<file path="src/rtl/srt_pkg.sv">
package srt_pkg;
  typedef enum logic [2:0] {
    A_CTRL   = 3'd0,
    A_CNT_LO = 3'd1,
    A_CNT_HI = 3'd2,
    A_RLD_LO = 3'd3,
    A_RLD_HI = 3'd4
  } srt_addr_e;

  localparam int B_FHI  = 7;
  localparam int B_FLO  = 6;
  localparam int B_LIEN = 5;
  localparam int B_CAP  = 4;
  localparam int B_SPL  = 3;
  localparam int B_RUN  = 2;
  localparam int B_SRC  = 0;
endpackage

</file>
<file path="src/rtl/srt_sync_edge.sv">
module srt_sync_edge #(
  parameter int STAGES = 2
) (
  input  logic clk,
  input  logic rst,
  input  logic async_i,
  output logic rise_o
);
  logic [STAGES-1:0] sync_q;
  logic [STAGES-1:0] sync_d;
  logic              last_q;

  generate
    if (STAGES == 1) begin : g_one
      assign sync_d = async_i;
    end else begin : g_chain
      assign sync_d = {sync_q[STAGES-2:0], async_i};
    end
  endgenerate

  always_ff @(posedge clk) begin
    if (rst) begin
      sync_q <= '0;
      last_q <= 1'b0;
    end else begin
      sync_q <= sync_d;
      last_q <= sync_q[STAGES-1];
    end
  end

  assign rise_o = sync_q[STAGES-1] & ~last_q;
endmodule

</file>
<file path="src/rtl/srt_tick_div.sv">
module srt_tick_div #(
  parameter int DIV = 12
) (
  input  logic clk,
  input  logic rst,
  input  logic en_i,
  output logic tick_o
);
  localparam int            CW   = (DIV > 1) ? $clog2(DIV) : 1;
  localparam logic [CW-1:0] LAST = CW'(DIV - 1);

  logic [CW-1:0] cnt_q;

  assign tick_o = en_i && (cnt_q == LAST);

  always_ff @(posedge clk) begin
    if (rst) begin
      cnt_q <= '0;
    end else if (en_i) begin
      cnt_q <= (cnt_q == LAST) ? '0 : cnt_q + CW'(1);
    end
  end
endmodule

</file>
<file path="src/rtl/srt_count_core.sv">
module srt_count_core #(
  parameter int W = 8
) (
  input  logic         clk,
  input  logic         rst,
  input  logic         split_i,
  input  logic         run_i,
  input  logic         free_i,
  input  logic         tick_lo_i,
  input  logic         tick_hi_i,
  input  logic [W-1:0] rld_lo_i,
  input  logic [W-1:0] rld_hi_i,
  input  logic         wr_lo_i,
  input  logic         wr_hi_i,
  input  logic [W-1:0] wdata_i,
  output logic [W-1:0] cnt_lo_o,
  output logic [W-1:0] cnt_hi_o,
  output logic         wrap_lo_o,
  output logic         wrap_hi_o
);
  logic en16, en_lo, en_hi8, lo_max, hi_max, lo_reload;
  logic [W-1:0] lo_base, hi_base;

  assign lo_max    = &cnt_lo_o;
  assign hi_max    = &cnt_hi_o;
  assign en16      = !split_i && run_i && tick_lo_i;
  assign en_lo     = split_i ? tick_lo_i : en16;
  assign en_hi8    = split_i && run_i && tick_hi_i;
  assign lo_reload = split_i ? lo_max : (lo_max && hi_max);
  assign lo_base   = free_i ? '0 : rld_lo_i;
  assign hi_base   = free_i ? '0 : rld_hi_i;

  assign wrap_lo_o = en_lo && lo_max;
  assign wrap_hi_o = split_i ? (en_hi8 && hi_max) : (en16 && lo_max && hi_max);

  always_ff @(posedge clk) begin
    if (rst) begin
      cnt_lo_o <= '0;
    end else if (wr_lo_i) begin
      cnt_lo_o <= wdata_i;
    end else if (en_lo) begin
      cnt_lo_o <= lo_reload ? lo_base : cnt_lo_o + W'(1);
    end
  end

  always_ff @(posedge clk) begin
    if (rst) begin
      cnt_hi_o <= '0;
    end else if (wr_hi_i) begin
      cnt_hi_o <= wdata_i;
    end else if (split_i ? en_hi8 : (en16 && lo_max)) begin
      cnt_hi_o <= hi_max ? hi_base : cnt_hi_o + W'(1);
    end
  end
endmodule

</file>
<file path="src/rtl/split_reload_timer.sv">
module split_reload_timer
  import srt_pkg::*;
#(
  parameter int BYTE_W      = 8,
  parameter int SYS_DIV     = 12,
  parameter int EXT_DIV     = 8,
  parameter int SYNC_STAGES = 2
) (
  input  logic              clk,
  input  logic              rst,
  input  logic              ext_clk_i,
  input  logic              cmp_i,
  input  logic              lo_fast_i,
  input  logic              hi_fast_i,
  input  logic              tmr_ien_i,
  input  logic              bus_wr_i,
  input  logic              bus_rd_i,
  input  logic [2:0]        bus_addr_i,
  input  logic [BYTE_W-1:0] bus_wdata_i,
  output logic [BYTE_W-1:0] bus_rdata_o,
  output logic              flag_hi_o,
  output logic              flag_lo_o,
  output logic              irq_o
);
  localparam int CNT_W = 2 * BYTE_W;

  logic flag_hi, flag_lo, lo_ien, cap_en, split, run, src_ext;
  logic [BYTE_W-1:0] rld_lo, rld_hi, cnt_lo, cnt_hi;
  logic [CNT_W-1:0]  cnt_full;
  logic wrap_lo, wrap_hi;
  logic sys_tick, ext_rise, ext_tick, cmp_rise, cap_evt, src_tick;
  logic wr_ctrl, wr_clo, wr_chi, wr_rlo, wr_rhi;

  assign wr_ctrl = bus_wr_i && (bus_addr_i == A_CTRL);
  assign wr_clo  = bus_wr_i && (bus_addr_i == A_CNT_LO);
  assign wr_chi  = bus_wr_i && (bus_addr_i == A_CNT_HI);
  assign wr_rlo  = bus_wr_i && (bus_addr_i == A_RLD_LO);
  assign wr_rhi  = bus_wr_i && (bus_addr_i == A_RLD_HI);

  srt_tick_div #(.DIV(SYS_DIV)) u_sys_div (
    .clk(clk), .rst(rst), .en_i(1'b1), .tick_o(sys_tick)
  );

  srt_sync_edge #(.STAGES(SYNC_STAGES)) u_ext_sync (
    .clk(clk), .rst(rst), .async_i(ext_clk_i), .rise_o(ext_rise)
  );

  srt_tick_div #(.DIV(EXT_DIV)) u_ext_div (
    .clk(clk), .rst(rst), .en_i(ext_rise), .tick_o(ext_tick)
  );

  srt_sync_edge #(.STAGES(SYNC_STAGES)) u_cmp_sync (
    .clk(clk), .rst(rst), .async_i(cmp_i), .rise_o(cmp_rise)
  );

  assign src_tick = src_ext ? ext_tick : sys_tick;
  assign cap_evt  = cmp_rise && cap_en;

  srt_count_core #(.W(BYTE_W)) u_core (
    .clk(clk), .rst(rst),
    .split_i(split), .run_i(run), .free_i(cap_en),
    .tick_lo_i(lo_fast_i | src_tick), .tick_hi_i(hi_fast_i | src_tick),
    .rld_lo_i(rld_lo), .rld_hi_i(rld_hi),
    .wr_lo_i(wr_clo), .wr_hi_i(wr_chi), .wdata_i(bus_wdata_i),
    .cnt_lo_o(cnt_lo), .cnt_hi_o(cnt_hi),
    .wrap_lo_o(wrap_lo), .wrap_hi_o(wrap_hi)
  );

  assign cnt_full = {cnt_hi, cnt_lo};

  // control fields and sticky flags
  always_ff @(posedge clk) begin
    if (rst) begin
      flag_hi <= 1'b0;
      flag_lo <= 1'b0;
      lo_ien  <= 1'b0;
      cap_en  <= 1'b0;
      split   <= 1'b0;
      run     <= 1'b0;
      src_ext <= 1'b0;
    end else begin
      if (wr_ctrl) begin
        flag_hi <= bus_wdata_i[B_FHI] | wrap_hi | cap_evt;
        flag_lo <= bus_wdata_i[B_FLO] | wrap_lo;
        lo_ien  <= bus_wdata_i[B_LIEN];
        cap_en  <= bus_wdata_i[B_CAP];
        split   <= bus_wdata_i[B_SPL];
        run     <= bus_wdata_i[B_RUN];
        src_ext <= bus_wdata_i[B_SRC];
      end else begin
        flag_hi <= flag_hi | wrap_hi | cap_evt;
        flag_lo <= flag_lo | wrap_lo;
      end
    end
  end

  // reload pair: capture has priority over bus writes
  always_ff @(posedge clk) begin
    if (rst) begin
      rld_lo <= '0;
      rld_hi <= '0;
    end else if (cap_evt) begin
      rld_lo <= cnt_full[BYTE_W-1:0];
      rld_hi <= cnt_full[CNT_W-1:BYTE_W];
    end else begin
      if (wr_rlo) rld_lo <= bus_wdata_i;
      if (wr_rhi) rld_hi <= bus_wdata_i;
    end
  end

  always_ff @(posedge clk) begin
    if (rst) begin
      bus_rdata_o <= '0;
    end else if (bus_rd_i) begin
      case (bus_addr_i)
        A_CTRL:   bus_rdata_o <= BYTE_W'({flag_hi, flag_lo, lo_ien, cap_en,
                                          split, run, 1'b0, src_ext});
        A_CNT_LO: bus_rdata_o <= cnt_lo;
        A_CNT_HI: bus_rdata_o <= cnt_hi;
        A_RLD_LO: bus_rdata_o <= rld_lo;
        A_RLD_HI: bus_rdata_o <= rld_hi;
        default:  bus_rdata_o <= '0;
      endcase
    end
  end

  always_ff @(posedge clk) begin
    if (rst) irq_o <= 1'b0;
    else     irq_o <= tmr_ien_i & (flag_hi | (lo_ien & flag_lo));
  end

  assign flag_hi_o = flag_hi;
  assign flag_lo_o = flag_lo;
endmodule

</file>
<file path="config.mk">
export PLATFORM = sky130hd
export DESIGN_NAME = split_reload_timer
export DESIGN_NICKNAME = d
export VERILOG_FILES = /design/src/rtl/srt_pkg.sv /design/src/rtl/srt_sync_edge.sv /design/src/rtl/srt_tick_div.sv /design/src/rtl/srt_count_core.sv /design/src/rtl/split_reload_timer.sv
export SDC_FILE = /design/constraint.sdc
export NUM_CORES = 1
export LEC_CHECK = 0
export BUFFER_PORTS_ARGS = -buffer_cell sky130_fd_sc_hd__buf_2
export CORE_MARGIN = 4
export CORE_UTILIZATION = 30
export CTS_CLUSTER_SIZE = 14
export DETAILED_ROUTE_END_ITERATION = 10
export SLEW_MARGIN = 40
export SYNTH_ARGS = -nofsm -noshare
export SYNTH_HDL_FRONTEND = slang
export SYNTH_SLANG_ARGS = --single-unit
</file>
<file path="constraint.sdc">
create_clock -name clk -period 2.2 [get_ports clk]
set_clock_uncertainty 0.05 [all_clocks]
set_input_delay 0.55 -clock clk [delete_from_list [all_inputs] [get_ports clk]]
set_output_delay 0.55 -clock clk [all_outputs]
set_load 0.1 [all_outputs]
</file>
==> flow_summary_export.csv <==
group,metric,value,unit
timing,fin_hold_ws,0.377,ns
synthesis,synth_edf_count,0,
outcome,outcome,"finished clean",
floorplan,die_w,115,µm
worst_setup_path,regToRegSetupSlack,0.07,ns
drt,wl,10400,µm
floorplan,die_area,13300,µm²
cts,clkLatencyLatePin,0.33,ns
worst_setup_path,start_kind,"register",
cts,clock-root-buffer,"clkbuf_16",
worst_setup_path,crit_end,"u_core.cnt_hi_o[1]$_SDFFE_PP0P_",
placement,place_hpwl,7400,µm
drt,firstDrtPassIters,5,
timing,setup_viol,0,
worst_setup_path,startpoint,"u_ext_div.cnt_q[0]$_SDFFE_PP0N_",
power_and_ir_drop,p_leak,1.68,nW
synthesis,syn_inst,398,
floorplan,rows,38,
cts,cts.path.max_buffers,2,
synthesis,synth_cell_type_count,65,
cts,post_cts_buffers,0,
cells_and_area,drive_gt1_share,22.6,%
placement,placed_cell_area,3880,µm²
global_routing,grt_pass1_vias,3185,
floorplan,start_util,31.2,%
timing,fmax,471,MHz
worst_setup_path,rr_worst_depth,7,
worst_setup_path,r2r_start,"u_ext_div.cnt_q[0]$_SDFFE_PP0N_",
cts,htreeDepth,3,
synthesis,yosys.area.top_type,"dfxtp_1",
synthesis,ys_dominant_reg_cell,"dfxtp_1",
cells_and_area,final_nets,462,
synthesis,ys_warn_count,0,
drt,antenna_left,0,
synthesis,avgSynthCellArea,8.69,µm²
worst_setup_path,cp_max_fo,4,
synthesis,synth_area_leaders,"dfxtp_1, mux2i_1, nor2_1",
power_and_ir_drop,power_density,702,nW/µm²
global_routing,track_usage,16.1,%
timing,finalHoldViolCount,0,
global_routing,antenna_found_initial,0,
timing,min_period_over_period,96.6,%
global_routing,grt_pass1_wl,16600,µm
synthesis,async_reset_ff_share,0,%
worst_setup_path,required,2.36,ns
cts,clock_sinks,61,
cells_and_area,final_cell_area,4220,µm²
cts,cts_made_buffers,9,
synthesis,synthDominantCellAreaShare,35.3,%
worst_hold_path,hp-class,"input port to register",
placement,globalplace.congestion,0.888,
floorplan,coreArea,11100,µm²
floorplan,num_io_pins,31,
worst_setup_path,crit_type,"register to register",
drt,viasPerCell,5.61,
timing,finalMaxSlewViolations,0,
synthesis,synth_seq_area_share,35.3,%
drt,num_vias,3266,
synthesis,synth_nets,423,
placement,place_inst,566,
power_and_ir_drop,ir_drop,0.000449,V
worst_setup_path,worst_ep_arrival_time,2.29,ns
timing,tightestPinTransition,0.568,ns
global_routing,gr-total-overflow,0,
cells_and_area,area_growth,22.1,%
worst_setup_path,reg2reg_to,"u_core.cnt_hi_o[1]$_SDFFE_PP0P_",
cells_and_area,fillers,1141,
drt,wl_per_cell,17.8,µm
floorplan,die_h,115,µm
cells_and_area,num_antenna_cells,0,
timing,period_needed,2.13,ns
cts,cts.clk_slew.worst_paths,0.05,ns
run,cap_violations,0,
cells_and_area,fin_cells,582,
synthesis,syn_area,3460,µm²
placement,port_buffers,30,
global_routing,grt_max_degree,51,
worst_setup_path,crit_path_end_kind,"register",
cells_and_area,final_core_util,38.1,%
cts,cts_tree,"done",
timing,relSlewSlack,62.1,%
drt,drtIter0Drc,295,
drt,drc,0,
synthesis,yosys_register_bits,61,
## report_power, final
part | internal (mW) | leakage, nW | total (mW) | switching, mW
sequential | 1.14 | 0.495 | 1.17 | 0.0320
clock | 1.05 | 0.163 | 1.54 | 0.492
combinational | 0.0977 | 1.02 | 0.254 | 0.156
total | 2.28 | 1.68 | 2.96 | 0.680
## sequential cells by signal, indices dropped and copies added, names as in the netlist, 2 cells and up
register and count:
u_cmp_sync.sync_q 2, u_core.cnt_hi_o 8, u_ext_div.cnt_q 3, bus_rdata_o 8
rld_lo 8, rld_hi 8, u_core.cnt_lo_o 8, u_ext_sync.sync_q 2
u_sys_div.cnt_q 4
## worst max-delay path, stage by stage (launching register included)
cell	delay [ns]
dfxtp_1	0.35
ha_1	0.16
ha_1	0.18
and4b_2	0.30
a211o_1	0.21
o211ai_1	0.17
and4_1	0.25
or3_1	0.33
## cell usage in the layout (no fill, tap or decap), types with 14 or more instances in the layout
cell type	count
nor2b_1	18
mux2i_1	33
nor2_1	52
buf_4	28
nand2_1	23
a21oi_1	24
dfxtp_1	61
buf_2	30
a22oi_1	14
a211oi_1	20
## cells in the mapped netlist, drive strengths merged (2+ instances only)
cell type  instances
or2                2
a311oi             2
o22ai              6
nand2             23
nor3b              4
mux2i             33
a22oi             14
o211ai             2
o211a              2
o21a               2
and4               2
a211oi            21
a211o              3
dfxtp             61
and3               2
nand4              4
xor2               2
ha                 5
nand3b             6
a2111oi            2
a21oi             25
nor4b              2
nand3              8
or3                2
o32ai              6
xnor2              3
o41ai              2
buf               14
a31oi              3
nor3               6
inv                3
mux2               6
nor2b             18
o21ai             10
nor2              54
nand2b             6
clkbuf            18
o2111ai            2
## kinds of logic (layout without fill, tap and decap cells)
logic type / Yosys count / count (layout) / share of synthesized area (%)
adder cells (fa/ha/maj): 5 / 5 / 1.81
AND/OR/NAND/NOR: 146 / 146 / 22.6
flip-flops: 61 / 61 / 35.3
multiplexers: 39 / 39 / 11.5
XOR/XNOR: 5 / 5 / 1.27
buffers and inverters: 35 / 79 / 4.60
AO/OA/AOI/OAI: 107 / 107 / 22.9
## layout make-up
class | instances | area [µm²] | area share (%)
tap | 140 | 175 | 4.15
multi-input combinational | 302 | 2090 | 49.5
sequential | 61 | 1220 | 28.9
timing repair buffer | 60 | 400 | 9.48
inverter | 3 | 11.3 | 0.267
clock buffer | 12 | 256 | 6.07
clock inverter | 4 | 70.1 | 1.66
## routing by layer
metal	GRT usage, %	vias to the layer above	routed length (µm)
li1	-	1553	-
met3	5.05	20	770
met2	24.3	125	4710
met4	6.10	0	208
met5	0	-	0
met1	21.6	1568	4670
## how the worst min path moves through the flow
stage | startpoint | to | slack [ns] | depth (start not counted)
floorplan | u_cmp_sync.sync_q[0]$_SDFF_PP0_ | u_cmp_sync.sync_q[1]$_SDFF_PP0_ | 0.36 | 1
global placement | u_cmp_sync.sync_q[0]$_SDFF_PP0_ | u_cmp_sync.sync_q[1]$_SDFF_PP0_ | 0.37 | 1
detailed placement | u_cmp_sync.sync_q[0]$_SDFF_PP0_ | u_cmp_sync.sync_q[1]$_SDFF_PP0_ | 0.38 | 1
CTS | cmp_i | u_cmp_sync.sync_q[0]$_SDFF_PP0_ | 0.37 | 2
global route | cmp_i | u_cmp_sync.sync_q[0]$_SDFF_PP0_ | 0.38 | 2
finish | cmp_i | u_cmp_sync.sync_q[0]$_SDFF_PP0_ | 0.38 | 2
## stage by stage
stage / TNS (ns) / worst slack (ns) / power, mW
detailed placement: 0 / 0.0943 / 1.44
global route: -0.00257 / -0.00257 / 3.07
finish: 0 / 0.0748 / 2.96
global placement: 0 / 0.127 / 1.44
CTS: 0 / 0.0536 / 3.00
floorplan: 0 / 0.311 / 1.34
## repair_timing
item / in CTS / in global routing
setup endpoints to repair: 0 / 4
gates resized for setup: 0 / 3
hold buffers: 0 / 0
(Power assumes the default switching activity.)
